===== src/rtl/i2c_start_pkg.sv =====
package i2c_start_pkg;
  typedef enum logic [1:0] {
    ST_IDLE = 2'd0,
    ST_PH1  = 2'd1,
    ST_PH2  = 2'd2
  } start_st_e;

  localparam int CLR_IRQ  = 0;
  localparam int CLR_BCOL = 1;
  localparam int CLR_WCOL = 2;
endpackage


===== src/rtl/i2c_line_sync.sv =====
module i2c_line_sync #(
  parameter int W = 2
) (
  input  logic         clk_i,
  input  logic         rst_ni,
  input  logic [W-1:0] d_i,
  output logic [W-1:0] q_o
);
  logic [W-1:0] s1_q, s2_q;

  // lines reset to released (high)
  always_ff @(posedge clk_i or negedge rst_ni) begin
    if (!rst_ni) begin
      s1_q <= '1;
      s2_q <= '1;
    end else begin
      s1_q <= d_i;
      s2_q <= s1_q;
    end
  end

  assign q_o = s2_q;
endmodule


===== src/rtl/i2c_baud_cnt.sv =====
module i2c_baud_cnt #(
  parameter int CW = 7
) (
  input  logic          clk_i,
  input  logic          rst_ni,
  input  logic          load_i,
  input  logic          halt_i,
  input  logic [CW-1:0] val_i,
  output logic          tick_o
);
  logic [CW-1:0] cnt_q;
  logic          run_q;

  always_ff @(posedge clk_i or negedge rst_ni) begin
    if (!rst_ni) begin
      cnt_q <= '0;
      run_q <= 1'b0;
    end else if (load_i) begin
      cnt_q <= val_i;
      run_q <= 1'b1;
    end else if (halt_i) begin
      run_q <= 1'b0;
    end else if (run_q && cnt_q != '0) begin
      cnt_q <= cnt_q - 1'b1;
    end
  end

  assign tick_o = run_q && (cnt_q == '0);

  assert_count_down_R2: assert property (@(posedge clk_i) disable iff (!rst_ni)
    (run_q && cnt_q != '0 && !load_i && !halt_i) |=> (cnt_q == $past(cnt_q) - 1'b1));
endmodule


===== src/rtl/i2c_start_gen.sv =====
module i2c_start_gen
  import i2c_start_pkg::*;
#(
  parameter int RELOAD_W = 7,
  parameter int CMD_W    = 5,
  parameter int DATA_W   = 8
) (
  input  logic                clk_i,
  input  logic                rst_ni,
  input  logic [RELOAD_W-1:0] reload_i,
  input  logic                cmd_wr_i,
  input  logic [CMD_W-1:0]    cmd_wdata_i,
  input  logic                txbuf_wr_i,
  input  logic [DATA_W-1:0]   txbuf_wdata_i,
  input  logic [2:0]          flag_clr_i,
  input  logic                sda_i,
  input  logic                scl_i,
  output logic                sda_pull_o,
  output logic [CMD_W-1:0]    cmd_o,
  output logic [DATA_W-1:0]   txbuf_o,
  output logic                start_seen_o,
  output logic                irq_o,
  output logic                bcol_o,
  output logic                wcol_o
);
  localparam int NLINES = 2;

  start_st_e          st_q;
  logic [CMD_W-1:0]   cmd_q;
  logic [DATA_W-1:0]  txbuf_q;
  logic               hold_q, seen_q, irq_q, bcol_q, wcol_q;
  logic [NLINES-1:0]  lines_s;
  logic               sda_s, scl_s, tick;
  logic               pending, lines_hi;
  logic               begin_ok, begin_bad, abort_ph1, go_ph2, finish, cmd_accept;

  i2c_line_sync #(.W(NLINES)) u_sync (
    .clk_i  (clk_i),
    .rst_ni (rst_ni),
    .d_i    ({scl_i, sda_i}),
    .q_o    (lines_s)
  );

  assign sda_s = lines_s[0];
  assign scl_s = lines_s[1];

  assign pending    = cmd_q[0];
  assign lines_hi   = sda_s && scl_s;
  assign begin_ok   = (st_q == ST_IDLE) && pending && lines_hi;
  assign begin_bad  = (st_q == ST_IDLE) && pending && !lines_hi;
  assign abort_ph1  = (st_q == ST_PH1) && (!scl_s || (tick && !sda_s));
  assign go_ph2     = (st_q == ST_PH1) && tick && lines_hi;
  assign finish     = (st_q == ST_PH2) && tick;
  assign cmd_accept = cmd_wr_i && !pending;

  i2c_baud_cnt #(.CW(RELOAD_W)) u_baud (
    .clk_i  (clk_i),
    .rst_ni (rst_ni),
    .load_i (begin_ok || go_ph2),
    .halt_i (abort_ph1 || finish),
    .val_i  (reload_i),
    .tick_o (tick)
  );

  always_ff @(posedge clk_i or negedge rst_ni) begin
    if (!rst_ni) begin
      st_q <= ST_IDLE;
    end else begin
      unique case (st_q)
        ST_IDLE: if (begin_ok) st_q <= ST_PH1;
        ST_PH1:  if (abort_ph1) st_q <= ST_IDLE;
                 else if (go_ph2) st_q <= ST_PH2;
        ST_PH2:  if (finish) st_q <= ST_IDLE;
        default: st_q <= ST_IDLE;
      endcase
    end
  end

  // command register: locked while a START is pending
  always_ff @(posedge clk_i or negedge rst_ni) begin
    if (!rst_ni) begin
      cmd_q <= '0;
    end else if (cmd_accept) begin
      cmd_q <= cmd_wdata_i;
    end else if (begin_bad || abort_ph1 || finish) begin
      cmd_q[0] <= 1'b0;
    end
  end

  always_ff @(posedge clk_i or negedge rst_ni) begin
    if (!rst_ni) begin
      txbuf_q <= '0;
      hold_q  <= 1'b0;
      seen_q  <= 1'b0;
      irq_q   <= 1'b0;
      bcol_q  <= 1'b0;
      wcol_q  <= 1'b0;
    end else begin
      if (txbuf_wr_i && !pending) txbuf_q <= txbuf_wdata_i;

      if (go_ph2)          hold_q <= 1'b1;
      else if (cmd_accept) hold_q <= 1'b0;

      if (go_ph2)                      seen_q <= 1'b1;
      else if (begin_ok || begin_bad)  seen_q <= 1'b0;

      if (finish)                    irq_q <= 1'b1;
      else if (flag_clr_i[CLR_IRQ])  irq_q <= 1'b0;

      if (begin_bad || abort_ph1)    bcol_q <= 1'b1;
      else if (flag_clr_i[CLR_BCOL]) bcol_q <= 1'b0;

      if (txbuf_wr_i && pending)     wcol_q <= 1'b1;
      else if (flag_clr_i[CLR_WCOL]) wcol_q <= 1'b0;
    end
  end

  assign sda_pull_o   = hold_q;
  assign cmd_o        = cmd_q;
  assign txbuf_o      = txbuf_q;
  assign start_seen_o = seen_q;
  assign irq_o        = irq_q;
  assign bcol_o       = bcol_q;
  assign wcol_o       = wcol_q;

  assert_pull_with_seen_R2: assert property (@(posedge clk_i) disable iff (!rst_ni)
    $rose(sda_pull_o) |-> start_seen_o);

  assert_irq_on_done_R3: assert property (@(posedge clk_i) disable iff (!rst_ni)
    $rose(irq_o) |-> ($fell(cmd_o[0]) && sda_pull_o));

  assert_txbuf_locked_R7: assert property (@(posedge clk_i) disable iff (!rst_ni)
    (cmd_o[0] && txbuf_wr_i) |=> ($stable(txbuf_o) && wcol_o));

  assert_cmd_locked_R8: assert property (@(posedge clk_i) disable iff (!rst_ni)
    ($past(cmd_o[0]) && cmd_o[0]) |-> $stable(cmd_o));

  assert_irq_sticky_R9: assert property (@(posedge clk_i) disable iff (!rst_ni)
    (irq_o && !flag_clr_i[CLR_IRQ]) |=> irq_o);

  assert_bcol_sticky_R9: assert property (@(posedge clk_i) disable iff (!rst_ni)
    (bcol_o && !flag_clr_i[CLR_BCOL]) |=> bcol_o);

  assert_wcol_sticky_R9: assert property (@(posedge clk_i) disable iff (!rst_ni)
    (wcol_o && !flag_clr_i[CLR_WCOL]) |=> wcol_o);

  assert_abort_no_pull_R4: assert property (@(posedge clk_i) disable iff (!rst_ni)
    $rose(bcol_o) |-> !sda_pull_o);
endmodule


===== config.mk =====
export PLATFORM = sky130hd
export DESIGN_NAME = i2c_start_gen
export DESIGN_NICKNAME = d
export VERILOG_FILES = /design/src/rtl/i2c_start_pkg.sv /design/src/rtl/i2c_line_sync.sv /design/src/rtl/i2c_baud_cnt.sv /design/src/rtl/i2c_start_gen.sv
export SDC_FILE = /design/constraint.sdc
export NUM_CORES = 1
export LEC_CHECK = 0
export ABC_AREA = 0
export BUFFER_PORTS_ARGS = -buffer_cell sky130_fd_sc_hd__buf_4
export CAP_MARGIN = 20
export CORE_MARGIN = 2
export CORE_UTILIZATION = 25
export DETAILED_ROUTE_END_ITERATION = 12
export HOLD_SLACK_MARGIN = 0.06
export PLACE_DENSITY = 0.43
export SKIP_LAST_GASP = 1
export SYNTH_ARGS = -nofsm -noshare
export SYNTH_HDL_FRONTEND = slang
export SYNTH_SLANG_ARGS = --single-unit

===== constraint.sdc =====
create_clock -name clk_i -period 1.7 [get_ports clk_i]
set_input_delay 0.17 -clock clk_i [delete_from_list [all_inputs] [get_ports clk_i]]
set_output_delay 0.17 -clock clk_i [all_outputs]
set_load 0.01 [all_outputs]

==> impl_metrics.yaml, run 1 <==
outcome:
  status: "complete, no violations"
global_route:
  gr-usage-met3_pct: 3.33
  use_met2_pct: 20.2
  grt_pass1_vias: 1289
  grtUsageMet1_pct: 14.1
  grt.busiest_layer: "met2"
  grt-ovfl-total: 0
  antenna_found_initial: 0
  grt_pass1_wl_um: 5890
  track_usage_pct: 11.8
  grt_max_degree: 33
layout:
  postLayoutCoreUtil_pct: 37.1
  ff_latch_area_sq_um: 806
  layout.nets: 220
  fill_cells: 584
  multi_input_area_sq_um: 674
  n_antenna_cell: 0
  syn2layout_area_growth_pct: 45.7
  drive_gt1_share_pct: 53.7
floorplanning:
  die_area_sq_um: 6600
  die_w_um: 81.2
  io_pins: 47
  coreArea_sq_um: 5850
  fp.dieH_um: 81.2
  num_rows: 28
  start_util_pct: 25.5
setup_path:
  rr_worst_depth: 6
  rr_endpoint: "u_baud.cnt_q[3]$_DFFE_PN0P_"
  worst_ep_required_time_ns: 1.90
  r2r-start: "u_baud.cnt_q[0]$_DFFE_PN0P_"
  crit_fanout: 8
  path_class: "reg -> reg"
  worstSetupEndpointType: "register"
  arrival_ns: 1.88
  cp-start-kind: "register"
  reg2reg_slack_ns: 0.02
synth:
  synth_commonest_cells: "dfrtp_1 (28), mux2_2 (13), o21ai_0 (9)"
  ys_seq_area_share_pct: 54.0
  netlist_top_cells_area: "dfrtp_1 (47%), mux2_2 (9.8%), dfstp_2 (7.0%)"
  ys.flop_type: "dfrtp_1"
  syn_avg_cell_area_sq_um: 12.2
  synth_cell_types: 38
  yosys.area.top_type: "dfrtp_1"
  synth_edf_count: 0
  netlist_area_sq_um: 1490
  yosys_warnings: 0
  synth.top_cell.area_share_pct: 47.0
  ys_async_sr_fraction_pct: 100
  syn_inst: 122
  synthMostInstantiatedCell: "dfrtp_1"
  syn_nets: 153
  ys_ff_latch: 32
routing:
  first_pass_iters: 4
  avgViaCountPerCell: 4.28
  wirelength_um: 3440
  initialDrtViolationCount: 52
  vias: 1133
  drc: 0
  ant_nets: 0
  avgRoutedWirePerCell_um: 13.0
cts:
  clkTransAtPathRegs_ns: 0.06
  clock-root-buffer: "clkbuf_8"
  cts-htree-levels: 2
  cts_buffers: 5
  clkSinkCount: 32
  clk_latency_ns: 0.27
  cts_max_path_buffers: 2
  cts_tree: "yes"
placed_design:
  dp_hpwl_um: 2570
  port_buffers: 46
  place_ws_ns: -0.0581
  place_congestion: 0.753
hold_path:
  hp-class: "in -> reg"
  holdPathStages: 2
  holdPathEnd: "irq_o$_DFFE_PN0P_"
  hold_start: "flag_clr_i[0]"
power_and_ir_drop:
  power.leakage_nw: 0.985
  p_per_area_nw_per_um2: 1510
  ir_drop_v: 0.000645
  power.total_w: 0.00329
sta:
  min_period_over_period_pct: 98.9
  rsz0062_at_grt: "yes"
  period_needed_ns: 1.68
  holdWs_ns: 0.0832
  finalHoldViolCount: 0
  tightest_slew_ns: 0.465
  slew_headroom_pct: 68.9
  skew_ns: 0.00403
  finalSetupViolations: 0
  fin_ws_ns: 0.0195
  final-max-slew-violation-count: 0
  fmax_ghz: 0.595
  fin_tns_setup_ns: 0
flow_run:
  drv_cap: 0
==> cell usage in the layout (no fill, tap or decap), types with 4 or more instances in the layout <==
cell and instances:
nor3_1 4, dfstp_2 4, or3_1 4, buf_4 61
o21ai_0 8, inv_1 6, dfrtp_1 28, clkbuf_8 5
mux2_2 13, nand2_1 6
==> power by group <==
group	switching, W	leakage (nW)	total, W	internal [W]
combinational	0.000615	0.564	0.00148	0.000863
sequential	0.000218	0.379	0.00126	0.00104
clock	0.000260	0.0422	0.000547	0.000287
==> routing by layer <==
| metal | wire (um) | part of all wire (%) |
|---|---|---|
| met5 | 0 | 0 |
| met4 | 16 | 0.47 |
| met3 | 209 | 6.1 |
| met2 | 1750 | 51 |
| met1 | 1460 | 43 |
==> logic make-up (layout without fill, tap and decap cells) <==
logic type	Yosys count	in the layout	share of synthesized area (%)
buffers and inverters	12	80	4.03
muxes	18	18	14.3
xor gates and xnor gates	2	2	1.17
AOI/OAI and AO/OA	21	21	9.14
and+or+nand+nor	35	35	15.7
DFF	32	32	54.0
adders and majority gates	2	2	1.68
==> worst max-delay path, stage by stage (launching register included) <==
cell     delay (ns)
dfrtp_1        0.37
inv_2          0.06
ha_4           0.16
and2b_4        0.17
a211o_4        0.37
or3_1          0.35
a31oi_1        0.13
==> cell type report <==
type	count	area share, %
Timing Repair Buffer	64	22.5
Tap cell	75	4.32
Sequential cell	32	37.1
Clock inverter	1	0.230
Multi-Input combinational cell	78	31.0
Clock buffer	7	3.51
Inverter	8	1.38
==> worst max path at each step <==
stage / depth (start not counted) / startpoint / slack [ns] / to
after floorplan: 6 / u_baud.cnt_q[0]$_DFFE_PN0P_ / 0.004 / u_baud.cnt_q[5]$_DFFE_PN0P_
after global placement: 6 / u_baud.cnt_q[0]$_DFFE_PN0P_ / 0.002 / u_baud.cnt_q[5]$_DFFE_PN0P_
after detailed placement: 6 / u_baud.cnt_q[1]$_DFFE_PN0P_ / -0.06 / u_baud.cnt_q[4]$_DFFE_PN0P_
after CTS: 6 / u_baud.cnt_q[0]$_DFFE_PN0P_ / -0.002 / u_baud.cnt_q[4]$_DFFE_PN0P_
after global routing: 5 / u_baud.cnt_q[2]$_DFFE_PN0P_ / -0.08 / u_baud.cnt_q[6]$_DFFE_PN0P_
final: 6 / u_baud.cnt_q[0]$_DFFE_PN0P_ / 0.02 / u_baud.cnt_q[3]$_DFFE_PN0P_
==> stage by stage <==
step,cell area (sq um),std cells
floorplan,1500,122
global placement,2010,252
detailed placement,2010,252
CTS,2150,264
global route,2170,265
finish,2170,265
==> sequential cells by signal, summed over array words and instances, names as in the netlist <==
name          count
u_baud.cnt_q      7
start_seen_o      1
u_baud.run_q      1
bcol_o            1
sda_pull_o        1
u_sync.s1_q       2
irq_o             1
cmd_o             5
txbuf_o           8
st_q              2
u_sync.q_o        2
wcol_o            1
==> what timing repair did <==
item / 4_1_cts / 5_1_grt
resized for setup: 4 / 5
hold buffers: 3 / 0
endpoints found under the hold margin: 30 / 0
pin swaps: 8 / 4
endpoints found under the setup margin: 4 / 10
setup buffers: 1 / 1
(Power assumes the default switching activity.)
==> run 2: changes to the inputs <==
--- a/config.mk
+++ b/config.mk
@@ -13,6 +13,7 @@
 export DETAILED_ROUTE_END_ITERATION = 12
 export HOLD_SLACK_MARGIN = 0.06
 export PLACE_DENSITY = 0.43
+export REMOVE_ABC_BUFFERS = 1
 export SKIP_LAST_GASP = 1
 export SYNTH_ARGS = -nofsm -noshare
 export SYNTH_HDL_FRONTEND = slang
==> run 2 against run 1 <==
Compared with the run above:
- total power grew 2.6%
- first-iteration DRC count shrank 62%
- critical endpoint unchanged
- highest routed layer unchanged
- sequential share of layout area shrank 0.83 points
- critical path depth is the same
==> impl_metrics.yaml, run 2 (same netlist as run 1, synthesis figures left out) <==
outcome:
  status: "complete, no violations"
routing:
  avgRoutedWirePerCell_um: 12.8
  vias: 1161
  avgViaCountPerCell: 4.30
  first_pass_iters: 3
  ant_nets: 0
  wirelength_um: 3440
  drc: 0
  initialDrtViolationCount: 20
layout:
  drive_gt1_share_pct: 54.9
  syn2layout_area_growth_pct: 49.1
  final_cell_mix: "buf_4 (64), dfrtp_1 (28), mux2_2 (13)"
  layout.nets: 225
  final_common_cell: "buf_4"
  largest_register_ffs: 8
  fin_area_sq_um: 2220
  n_antenna_cell: 0
sta:
  tightest_slew_ns: 0.448
  slew_headroom_pct: 70.1
  min_period_over_period_pct: 99.0
  finalHoldViolCount: 0
  fmax_ghz: 0.594
  holdWs_ns: 0.0743
  period_needed_ns: 1.68
  rsz0062_at_grt: "yes"
  skew_ns: 0.00584
  finalSetupViolations: 0
  final-max-slew-violation-count: 0
global_route:
  track_usage_pct: 11.8
  grt_max_degree: 33
  antenna_found_initial: 0
  grt_pass1_wl_um: 5970
  grt_pass1_vias: 1358
  grt-ovfl-total: 0
cts:
  cts_buffers: 5
  clock-root-buffer: "clkbuf_8"
  clk_latency_ns: 0.28
  cts-htree-levels: 2
  clkTransAtPathRegs_ns: 0.07
  cts_max_path_buffers: 2
  clkSinkCount: 32
  cts_tree: "yes"
floorplanning:
  fp.dieH_um: 81.2
  coreArea_sq_um: 5850
  die_area_sq_um: 6600
  num_rows: 28
  die_w_um: 81.2
  io_pins: 47
  start_util_pct: 25.5
placed_design:
  place_congestion: 0.743
  dp_hpwl_um: 2550
  dpl_cell_area_sq_um: 2020
  port_buffers: 46
power_and_ir_drop:
  power.leakage_nw: 0.999
  ir_drop_v: 0.000649
  p_per_area_nw_per_um2: 1520
setup_path:
  cp-start-kind: "register"
  worstSetupEndpointType: "register"
  arrival_ns: 1.89
  path_class: "reg -> reg"
  worst_ep_required_time_ns: 1.91
  crit_fanout: 8
flow_run:
  drv_cap: 0
hold_path:
  hp-class: "in -> reg"
[run 2: changes by cell type in the layout (fill, tap and decap cells not counted), sizes merged]
cell | before | now
clkinv | 1 | 0
dlygate4sd3 | 3 | 5
buf | 61 | 64
clkinvlp | 0 | 1
[run 2: layout make-up]
type | count | area [sq um]
Clock buffer | 7 | 86.3
Clock inverter | 1 | 7.51
Fill cell | 574 | 3630
Inverter | 8 | 30.0
Multi-Input combinational cell | 78 | 669
Sequential cell | 32 | 806
Tap cell | 75 | 93.8
Timing Repair Buffer | 69 | 531
[run 2: power by group]
part,switching [W],internal (W)
clock network,0.000273,0.000328
registers,0.000206,0.00104
logic,0.000622,0.000898
[run 2: critical path, stage by stage, from the launching register on]
cell and delay, ns:
dfrtp_1 0.36, inv_2 0.06, ha_4 0.16, and2b_4 0.18, a211o_4 0.36, or3_1 0.36, a31oi_1 0.13
[run 2: per-stage QoR]
| stage | power [W] | setup TNS (ns) | setup slack, ns | cells | util [%] |
|---|---|---|---|---|---|
| finish | 0.00337 | 0 | 0.0173 | 270 | 38.0 |
| global route | 0.00365 | -0.249 | -0.0853 | 270 | 38.0 |
| CTS | 0.00339 | 0 | 0.00190 | 270 | 37.7 |
| detailed placement | 0.00267 | -0.626 | -0.149 | 255 | 34.5 |
| global placement | 0.00265 | -0.438 | -0.107 | 255 | 34.5 |
| floorplan | 0.00199 | -0.303 | -0.0586 | 118 | - |
[run 2: final timing paths]
check                                               to  slack, ns                   startpoint  cells after the start
setup / recovery           u_baud.cnt_q[3]$_DFFE_PN0P_       0.02  u_baud.cnt_q[0]$_DFFE_PN0P_                      6
hold / removal                       irq_o$_DFFE_PN0P_       0.07                flag_clr_i[0]                      2
setup reg to reg           u_baud.cnt_q[3]$_DFFE_PN0P_       0.02  u_baud.cnt_q[0]$_DFFE_PN0P_                      6
hold reg to reg                u_sync.q_o[0]$_DFF_PN1_       0.36     u_sync.s1_q[0]$_DFF_PN1_                      0
max in group asynchronous      u_sync.q_o[1]$_DFF_PN1_       1.01                       rst_ni                      2
min in group asynchronous  u_baud.cnt_q[5]$_DFFE_PN0P_       0.36                       rst_ni                      2
[run 2: routing by layer]
| metal | part of all wire [%] | global-route usage [%] |
|---|---|---|
| met3 | 4.6 | 4.22 |
| met4 | 0.84 | 3.22 |
| met1 | 43 | 13.6 |
| met5 | 0 | 0 |
| met2 | 51 | 20.7 |
[run 2: repair_timing]
item / in CTS / in global routing
setup buffers: 2 / 0
hold buffers: 5 / 0
pin swaps: 10 / 3
gates resized for setup: 6 / 5
endpoints found under the hold margin: 32 / 0
cloned: 0 / 0
endpoints found under the setup margin: 8 / 10
